===== src/rtl/sbp_pkg.sv =====
package sbp_pkg;
  localparam int PT_W = 3;

  typedef enum logic [1:0] {
    ROUTE_NONE,
    ROUTE_PRI,
    ROUTE_ALIAS,
    ROUTE_SHARED
  } route_e;

  function automatic logic [PT_W-1:0] clamp_pt(input logic [31:0] d, input logic [PT_W-1:0] lo);
    return (d[PT_W-1:0] < lo) ? lo : d[PT_W-1:0];
  endfunction
endpackage


===== src/rtl/sbp_route.sv =====
module sbp_route
  import sbp_pkg::*;
#(
  parameter int ADDR_W = 12,
  parameter logic [ADDR_W-1:0] OFFSET = 'h8
) (
  input  logic              req_i,
  input  logic [ADDR_W-1:0] addr_i,
  input  logic              secure_i,
  input  logic              sec_ext_i,
  input  logic              share_i,
  output route_e            route_o
);
  always_comb begin
    if (!req_i || addr_i != OFFSET)   route_o = ROUTE_NONE;
    else if (!sec_ext_i || secure_i)  route_o = ROUTE_PRI;
    else if (share_i)                 route_o = ROUTE_SHARED;
    else                              route_o = ROUTE_ALIAS;
  end
endmodule


===== src/rtl/sbp_store.sv =====
module sbp_store
  import sbp_pkg::*;
#(
  parameter int NUM_CPU = 4,
  parameter int CPU_W   = 2,
  parameter int MIN_PRI = 2,
  parameter int MIN_ALI = 3
) (
  input  logic                           clk_i,
  input  logic                           rst_ni,
  input  logic                           wr_pri_i,
  input  logic                           wr_ali_i,
  input  logic [CPU_W-1:0]               wr_cpu_i,
  input  logic [31:0]                    wdata_i,
  input  logic                           ctl_we_i,
  input  logic [CPU_W-1:0]               ctl_cpu_i,
  input  logic                           ctl_val_i,
  output logic [NUM_CPU-1:0][PT_W-1:0]   pri_o,
  output logic [NUM_CPU-1:0][PT_W-1:0]   ali_o,
  output logic [NUM_CPU-1:0]             share_o
);
  localparam logic [PT_W-1:0] PRI_LO = PT_W'(MIN_PRI);
  localparam logic [PT_W-1:0] ALI_LO = PT_W'(MIN_ALI);

  for (genvar g = 0; g < NUM_CPU; g++) begin : g_cpu
    logic sel_bus, sel_ctl;
    assign sel_bus = (wr_cpu_i == CPU_W'(g));
    assign sel_ctl = ctl_we_i && (ctl_cpu_i == CPU_W'(g));

    always_ff @(posedge clk_i or negedge rst_ni) begin
      if (!rst_ni) begin
        pri_o[g]   <= PRI_LO;
        ali_o[g]   <= ALI_LO;
        share_o[g] <= 1'b0;
      end else begin
        if (wr_pri_i && sel_bus) pri_o[g] <= clamp_pt(wdata_i, PRI_LO);
        if (wr_ali_i && sel_bus) ali_o[g] <= clamp_pt(wdata_i, ALI_LO);
        if (sel_ctl)             share_o[g] <= ctl_val_i;
      end
    end
  end
endmodule


===== src/rtl/sbp_view.sv =====
module sbp_view
  import sbp_pkg::*;
(
  input  route_e          route_i,
  input  logic [PT_W-1:0] pri_i,
  input  logic [PT_W-1:0] ali_i,
  output logic [PT_W-1:0] val_o
);
  always_comb begin
    unique case (route_i)
      ROUTE_PRI:    val_o = pri_i;
      ROUTE_ALIAS:  val_o = ali_i;
      ROUTE_SHARED: val_o = (&pri_i) ? pri_i : pri_i + 1'b1;  // saturate at max
      default:      val_o = '0;
    endcase
  end
endmodule


===== src/rtl/sec_binpt_bank.sv =====
module sec_binpt_bank
  import sbp_pkg::*;
#(
  parameter int NUM_CPU = 4,
  parameter int ADDR_W  = 12,
  parameter int DATA_W  = 32,
  parameter int MIN_PRI = 2,
  parameter int MIN_ALI = 3,
  parameter logic [ADDR_W-1:0] OFFSET = 'h8,
  localparam int CPU_W = (NUM_CPU > 1) ? $clog2(NUM_CPU) : 1
) (
  input  logic              clk_i,
  input  logic              rst_ni,
  input  logic              req_i,
  input  logic              we_i,
  input  logic [ADDR_W-1:0] addr_i,
  input  logic [DATA_W-1:0] wdata_i,
  input  logic              secure_i,
  input  logic              sec_ext_i,
  input  logic [CPU_W-1:0]  cpu_sel_i,
  input  logic              ctl_we_i,
  input  logic [CPU_W-1:0]  ctl_cpu_i,
  input  logic              ctl_share_i,
  output logic [DATA_W-1:0] rdata_o
);
  logic [NUM_CPU-1:0][PT_W-1:0] pri_all, ali_all;
  logic [NUM_CPU-1:0]           share_all;
  route_e                       route;
  logic [PT_W-1:0]              view;
  logic [31:0]                  wd32;

  assign wd32 = 32'(wdata_i);

  sbp_route #(.ADDR_W(ADDR_W), .OFFSET(OFFSET)) u_route (
    .req_i     (req_i),
    .addr_i    (addr_i),
    .secure_i  (secure_i),
    .sec_ext_i (sec_ext_i),
    .share_i   (share_all[cpu_sel_i]),
    .route_o   (route)
  );

  sbp_store #(.NUM_CPU(NUM_CPU), .CPU_W(CPU_W), .MIN_PRI(MIN_PRI), .MIN_ALI(MIN_ALI)) u_store (
    .clk_i     (clk_i),
    .rst_ni    (rst_ni),
    .wr_pri_i  (we_i && route == ROUTE_PRI),
    .wr_ali_i  (we_i && route == ROUTE_ALIAS),
    .wr_cpu_i  (cpu_sel_i),
    .wdata_i   (wd32),
    .ctl_we_i  (ctl_we_i),
    .ctl_cpu_i (ctl_cpu_i),
    .ctl_val_i (ctl_share_i),
    .pri_o     (pri_all),
    .ali_o     (ali_all),
    .share_o   (share_all)
  );

  sbp_view u_view (
    .route_i (route),
    .pri_i   (pri_all[cpu_sel_i]),
    .ali_i   (ali_all[cpu_sel_i]),
    .val_o   (view)
  );

  always_ff @(posedge clk_i or negedge rst_ni) begin
    if (!rst_ni)            rdata_o <= '0;
    else if (req_i && !we_i) rdata_o <= DATA_W'(view);
  end
endmodule


===== config.mk =====
export PLATFORM = sky130hd
export DESIGN_NAME = sec_binpt_bank
export DESIGN_NICKNAME = d
export VERILOG_FILES = /design/src/rtl/sbp_pkg.sv /design/src/rtl/sbp_route.sv /design/src/rtl/sbp_store.sv /design/src/rtl/sbp_view.sv /design/src/rtl/sec_binpt_bank.sv
export SDC_FILE = /design/constraint.sdc
export NUM_CORES = 1
export LEC_CHECK = 0
export CAP_MARGIN = 20
export CORE_UTILIZATION = 40
export CTS_BUF_LIST = sky130_fd_sc_hd__clkbuf_16
export CTS_CLUSTER_DIAMETER = 50
export DETAILED_ROUTE_END_ITERATION = 8
export GPL_ROUTABILITY_DRIVEN = 0
export PLACE_DENSITY_LB_ADDON = 0.3
export SYNTH_ARGS = -nofsm -noshare
export SYNTH_HDL_FRONTEND = slang
export SYNTH_SLANG_ARGS = --single-unit

===== constraint.sdc =====
create_clock -name clk_i -period 4.5 [get_ports clk_i]
set_input_delay 1.35 -clock clk_i [delete_from_list [all_inputs] [get_ports clk_i]]
set_output_delay 1.35 -clock clk_i [all_outputs]
set_load 0.01 [all_outputs]

==> Word level (Yosys, flattened, before mapping) <==
Index checks and enable logic that the tools add are counted.
{ "op_classes": {"addsub": 1, "mux": 13, "n_reduce_logical": 23, "eq_ne": 10, "order_cmp": 3} }
{ "op_table": {"columns": ["op", "count"], "rows": [
  ["logical AND 1 bit", 15],
  ["2-to-1 mux 3 bit", 5],
  ["binary-select mux 3 bit (select 2 bit)", 2],
  ["== test 2 bit, second input constant", 6],
  ["inequality test 12 x 4 -> 1 bit, second input constant", 1],
  ["case mux 3 bit (3 select lines)", 1],
  ["== test 2 x 1 -> 1 bit, second input constant", 3],
  ["less-than comparator 3 x 2 -> 1 bit, second input constant", 2],
  ["zero test 2 bit", 2],
  ["2-to-1 mux 2 bit", 2],
  ["adder 3 x 1 -> 3 bit, second input constant", 1],
  ["zero test 1 bit", 3],
  ["less-than comparator 2 x 3 -> 1 bit, second input constant", 1],
  ["AND reduction 3 bit", 1],
  ["binary-select mux 1 bit (select 2 bit)", 1],
  ["logical OR 1 bit", 2],
  ["2-to-1 mux 1 bit", 2]
]} }
{ "word_totals": {"input_bits": 56, "output_inout_bits": 32, "register_bits": 31, "wordCells": 63} }

==> Longest topological paths before layout <==
{ "logic_depth": {"word_depth": 8, "depth_mapped": 6, "ltp_nobuf": 5} }

==> Cells and area by module <==
Synthesis repeated with hierarchy kept, for this count alone.
{ "unflattened": {"cells_unflattened": 144, "hier_area_um2": 1883.1} }
{ "modules_own_cells": {"columns": ["module", "n_inst", "seq_area_each_um2", "cells_per_inst", "area_each_um2"], "rows": [
  ["sbp_store", 1, 715.7, 72, 1199.9],
  ["sec_binpt_bank", 1, 75.1, 49, 525.5],
  ["sbp_view", 1, 0.0, 14, 95.1],
  ["sbp_route", 1, 0.0, 9, 62.6]
]} }

==> Worst setup path before layout <==
Ideal clock, no wire load.
{ "synth_timing": {"path_kind": "input-to-reg", "startpoint": "in cpu_sel_i[0]", "endpoint": "reg u_store.ali_o[8] (netlist bit)", "stages": 6, "arrival_time_ns": 2.754, "slack_ns": 1.621, "n_path_buf": 1, "setup_time_ns": 0.125, "required_ns": 4.375, "path_cell_list": "buf_6 > mux4_2 > inv_2 > nand3_4 > nor3b_4 > mux2_2"} }
{ "synth_between": {"elab_chain_cells": 8, "elab_cells_between_ends": 9, "classes_between": "2 x eq/ne; 5 x mux; 2 x reduce/logical"} }
{ "synth_rtl": {"columns": ["element", "line", "rtl"], "rows": [
  ["start, declared", "sec_binpt_bank.sv:20", "input logic [CPU_W-1:0] cpu_sel_i,"],
  ["binary-select mux 1 bit (select 2 bit)", "sec_binpt_bank.sv:39", ".share_i (share_all[cpu_sel_i]),"],
  ["2-to-1 mux 1 bit (not written as such)", "sec_binpt_bank.sv:39", null],
  ["2-to-1 mux 1 bit", "sbp_route.sv:17", "else if (share_i) route_o = ROUTE_SHARED;"],
  ["2-to-1 mux 2 bit", "sbp_route.sv:16", "else if (!sec_ext_i || secure_i) route_o = ROUTE_PRI;"],
  ["2-to-1 mux 2 bit", "sbp_route.sv:15", "if (!req_i || addr_i != OFFSET) route_o = ROUTE_NONE;"],
  ["== test 2 bit", "sec_binpt_bank.sv:47", ".wr_ali_i (we_i && route == ROUTE_ALIAS),"],
  ["logical AND 1 bit", "sec_binpt_bank.sv:47", null],
  ["logical AND 1 bit (*)", "sbp_store.sv:37", "if (wr_ali_i && sel_bus) ali_o[g] <= clamp_pt(wdata_i, ALI_LO);"],
  ["end signal, assigned by index", "sbp_store.sv:37", null],
  ["end, declared", "sbp_store.sv:19", "output logic [NUM_CPU-1:0][PT_W-1:0] ali_o,"]
]} }
Every way passes the cells marked *; elsewhere a longest branch is shown, timed or not. The select of a mux whose other input is x is not followed.
A chain may end at the register's enable or synchronous reset.

==> Worst setup path after layout <==
{ "layout_timing": {"startpoint": "in cpu_sel_i[0]", "endpoint": "reg u_store.ali_o[11] (netlist bit)"} }
The elaborated chain is that of the path after synthesis.

==> out/metrics.cfg <==
[grt]
grt_start_max_net_pins=26
grt_usage_pct=15.6
grt_pass1_vias=1224
grt_pass1_wl_um=5850
overflow=0
antenna_found_initial=0

[yosys]
ys_ff_latch=31
synth-edff-count=0
avgSynthCellArea_sq_um=12.4
yosysTopAreaCellShare_pct=25.1
synthTopCellsByArea=dfrtp_1, dfstp_2, mux2_2, buf_4, mux4_1
ys.flop_type=dfrtp_1
yosys.cell_count.top_type=buf_4
yosysWarnings=0
syn-instance-count=153
synthArstFlopShare_pct=100
yosys.area.top_type=dfrtp_1
synth_cell_types=36
yosysSeqAreaShare_pct=41.7
synthTopCellsByCount=buf_4, mux2_2, dfrtp_1, dfstp_2
syn_area_sq_um=1900

[clocking]
clock_latency_ps=270
clock_path_buffers=2
cts_buffers=5
cts_htree_levels=2
cts-root-buf=clkbuf_16
cts_setup_buffers=0
cts.clk_slew.worst_paths_ps=50
cts_tree=yes
cts_hold_buf=0
cts.repair.resized=0
cts.sink_count=31

[run_status]
violations=DRC
outcome=finished, violations left

[placement]
placedCellCount=231
placed_area_sq_um=2130
dp_hpwl_um=2590
port-buffer-count=29

[die]
initial_core_util_pct=42.7
fp.dieH_um=70.8
core_area_sq_um=4440
ioPinCount=88
num_rows=24
die_area_sq_um=5020
die_w_um=70.8

[worst_setup_path]
cp_cell_sequence=clkdlybuf4s50_1 > buf_4 > mux4_2 > inv_2 > nand3_4 > nor2_1 > mux2_2
reg2reg_setup_slack_ps=2580
cp.required_ps=4660
slowest_stage=mux4_2
cpPeakStageDelay_ps=560
cp.arrival_ps=3540
endpoint_kind=flop
path_max_fanout=15
critPathTopFamily=multiplexers
worst-path-buf-inv=3
crit_type=in -> reg
worst_setup_path_start_kind=input port

[power]
p_comb_share_pct=11.7
p_seq_share_pct=42.2
peakVddDrop_v=0.000273
pwr-share-clk_pct=46.1
intPower_uw=527
swShare_pct=23.3
p_sw_uw=160
power_density_nw_per_um2=299
p_leak_uw=0.00102

[route]
post-route-drc-count=18
via_count=1225
vias_per_cell=5.10
postRouteAntennaNets=0
dr.pass1.iters=9
drt_wl_total_um=3400
initialDrtViolationCount=57
routedWlPerCell_um=14.2

[sta]
drv_slew=0
worst_pin_slew_ps=585
holdWs_ps=496
min_period_over_period_pct=75.3
skew_ps=2.77
slew_headroom_pct=60.9
period_minus_slack_ps=3390
rsz0062_at_grt=false
setup_viol_count_final=0
fin_tns_setup_ps=0
fmaxAchievable_mhz=295
finalHoldViolCount=0

[job]
drv_cap=0

[finish]
instances_no_fill=240
antenna_cells=0
syn_to_final_growth_pct=21.3
stdcell_area_sq_um=2300
final_util_pct=51.7
nets=244
drive_gt1_share_pct=31.4

[worst_hold_path]
hold_path.class=reg -> reg

logic make-up (layout without fill, tap and decap cells):
group	count (synthesis)	in the layout	synth area share, %
other	1	29	0.198
xor gates and xnor gates	1	1	0.462
and+or+nand+nor	40	40	14.8
DFF	31	31	41.7
AOI/OAI and AO/OA	8	8	2.71
buffers and inverters	35	42	13.2
muxes	36	36	26.3
adders and majority gates	1	1	0.660
metal layers:
| layer | wire (um) | track usage, % | share of wire (%) |
|---|---|---|---|
| met1 | 1460 | 18.5 | 43 |
| met2 | 1660 | 25.5 | 49 |
| met3 | 222 | 6.13 | 6.5 |
| met4 | 50 | 6.00 | 1.5 |
| met5 | 0 | 0 | 0 |
placed cells by master, fill, tap and decap left out, drive strengths merged, types with 4 or more instances in the layout:
cell | netlist | final
clkbuf | 2 | 5
conb | 1 | 29
mux4 | 7 | 7
dfrtp | 19 | 19
mux2 | 28 | 28
dfstp | 12 | 12
clkdlybuf4s50 | 0 | 29
nand2 | 6 | 6
nor3b | 6 | 6
nand3 | 4 | 4
nor2 | 6 | 6
nand2b | 4 | 4
buf | 32 | 4
per-stage QoR:
stage | worst slack [ps] | total power [uW]
floorplan | 1620 | 353
global placement | 855 | 370
detailed placement | 835 | 372
CTS | 1120 | 695
global route | 1030 | 717
finish | 1110 | 687
registers in the layout, indices dropped and copies added, names as in the netlist:
signal and flops:
u_store.share_o 4, rdata_o 3, u_store.ali_o 12, u_store.pri_o 12
area by class of cell:
cell class / instances / area (sq um)
fillers: 387 / 2140
clock inverters: 3 / 15.0
well taps: 52 / 65.1
multi-input cells: 115 / 960
clock buffers: 5 / 125
inverters: 1 / 3.75
flip-flops and latches: 31 / 791
repair buffers: 33 / 340
final timing paths:
check                                   startpoint                end  cells past startpoint
worst max-delay path                  cpu_sel_i[0]  u_store.ali_o[11]                      7
worst min-delay path                    rdata_o[1]         rdata_o[1]                      2
worst max register to register  u_store.share_o[3]  u_store.ali_o[11]                      5
worst min register to register          rdata_o[1]         rdata_o[1]                      2
max in group asynchronous                   rst_ni   u_store.ali_o[0]                      2
min in group asynchronous                   rst_ni   u_store.ali_o[5]                      1
worst reg2reg max path, delay by kind of cell, from the launching register on:
kind	cells	cell delay (ps)
multiplexers	2	880
buffers and inverters	1	120
AND/OR/NAND/NOR	2	440
flip-flops	1	370
power by group through the flow:
stage | Clock, uW | Combinational [uW] | Sequential (uW)
2_1_floorplan | 0 | 60.2 | 293
3_3_place_gp | 0 | 75.9 | 294
3_5_place_dp | 0 | 77.9 | 294
4_1_cts | 327 | 78.3 | 290
5_1_grt | 338 | 88.6 | 291
6_report | 316 | 80.5 | 290
No activity file was read; power rests on OpenSTA's default activity.
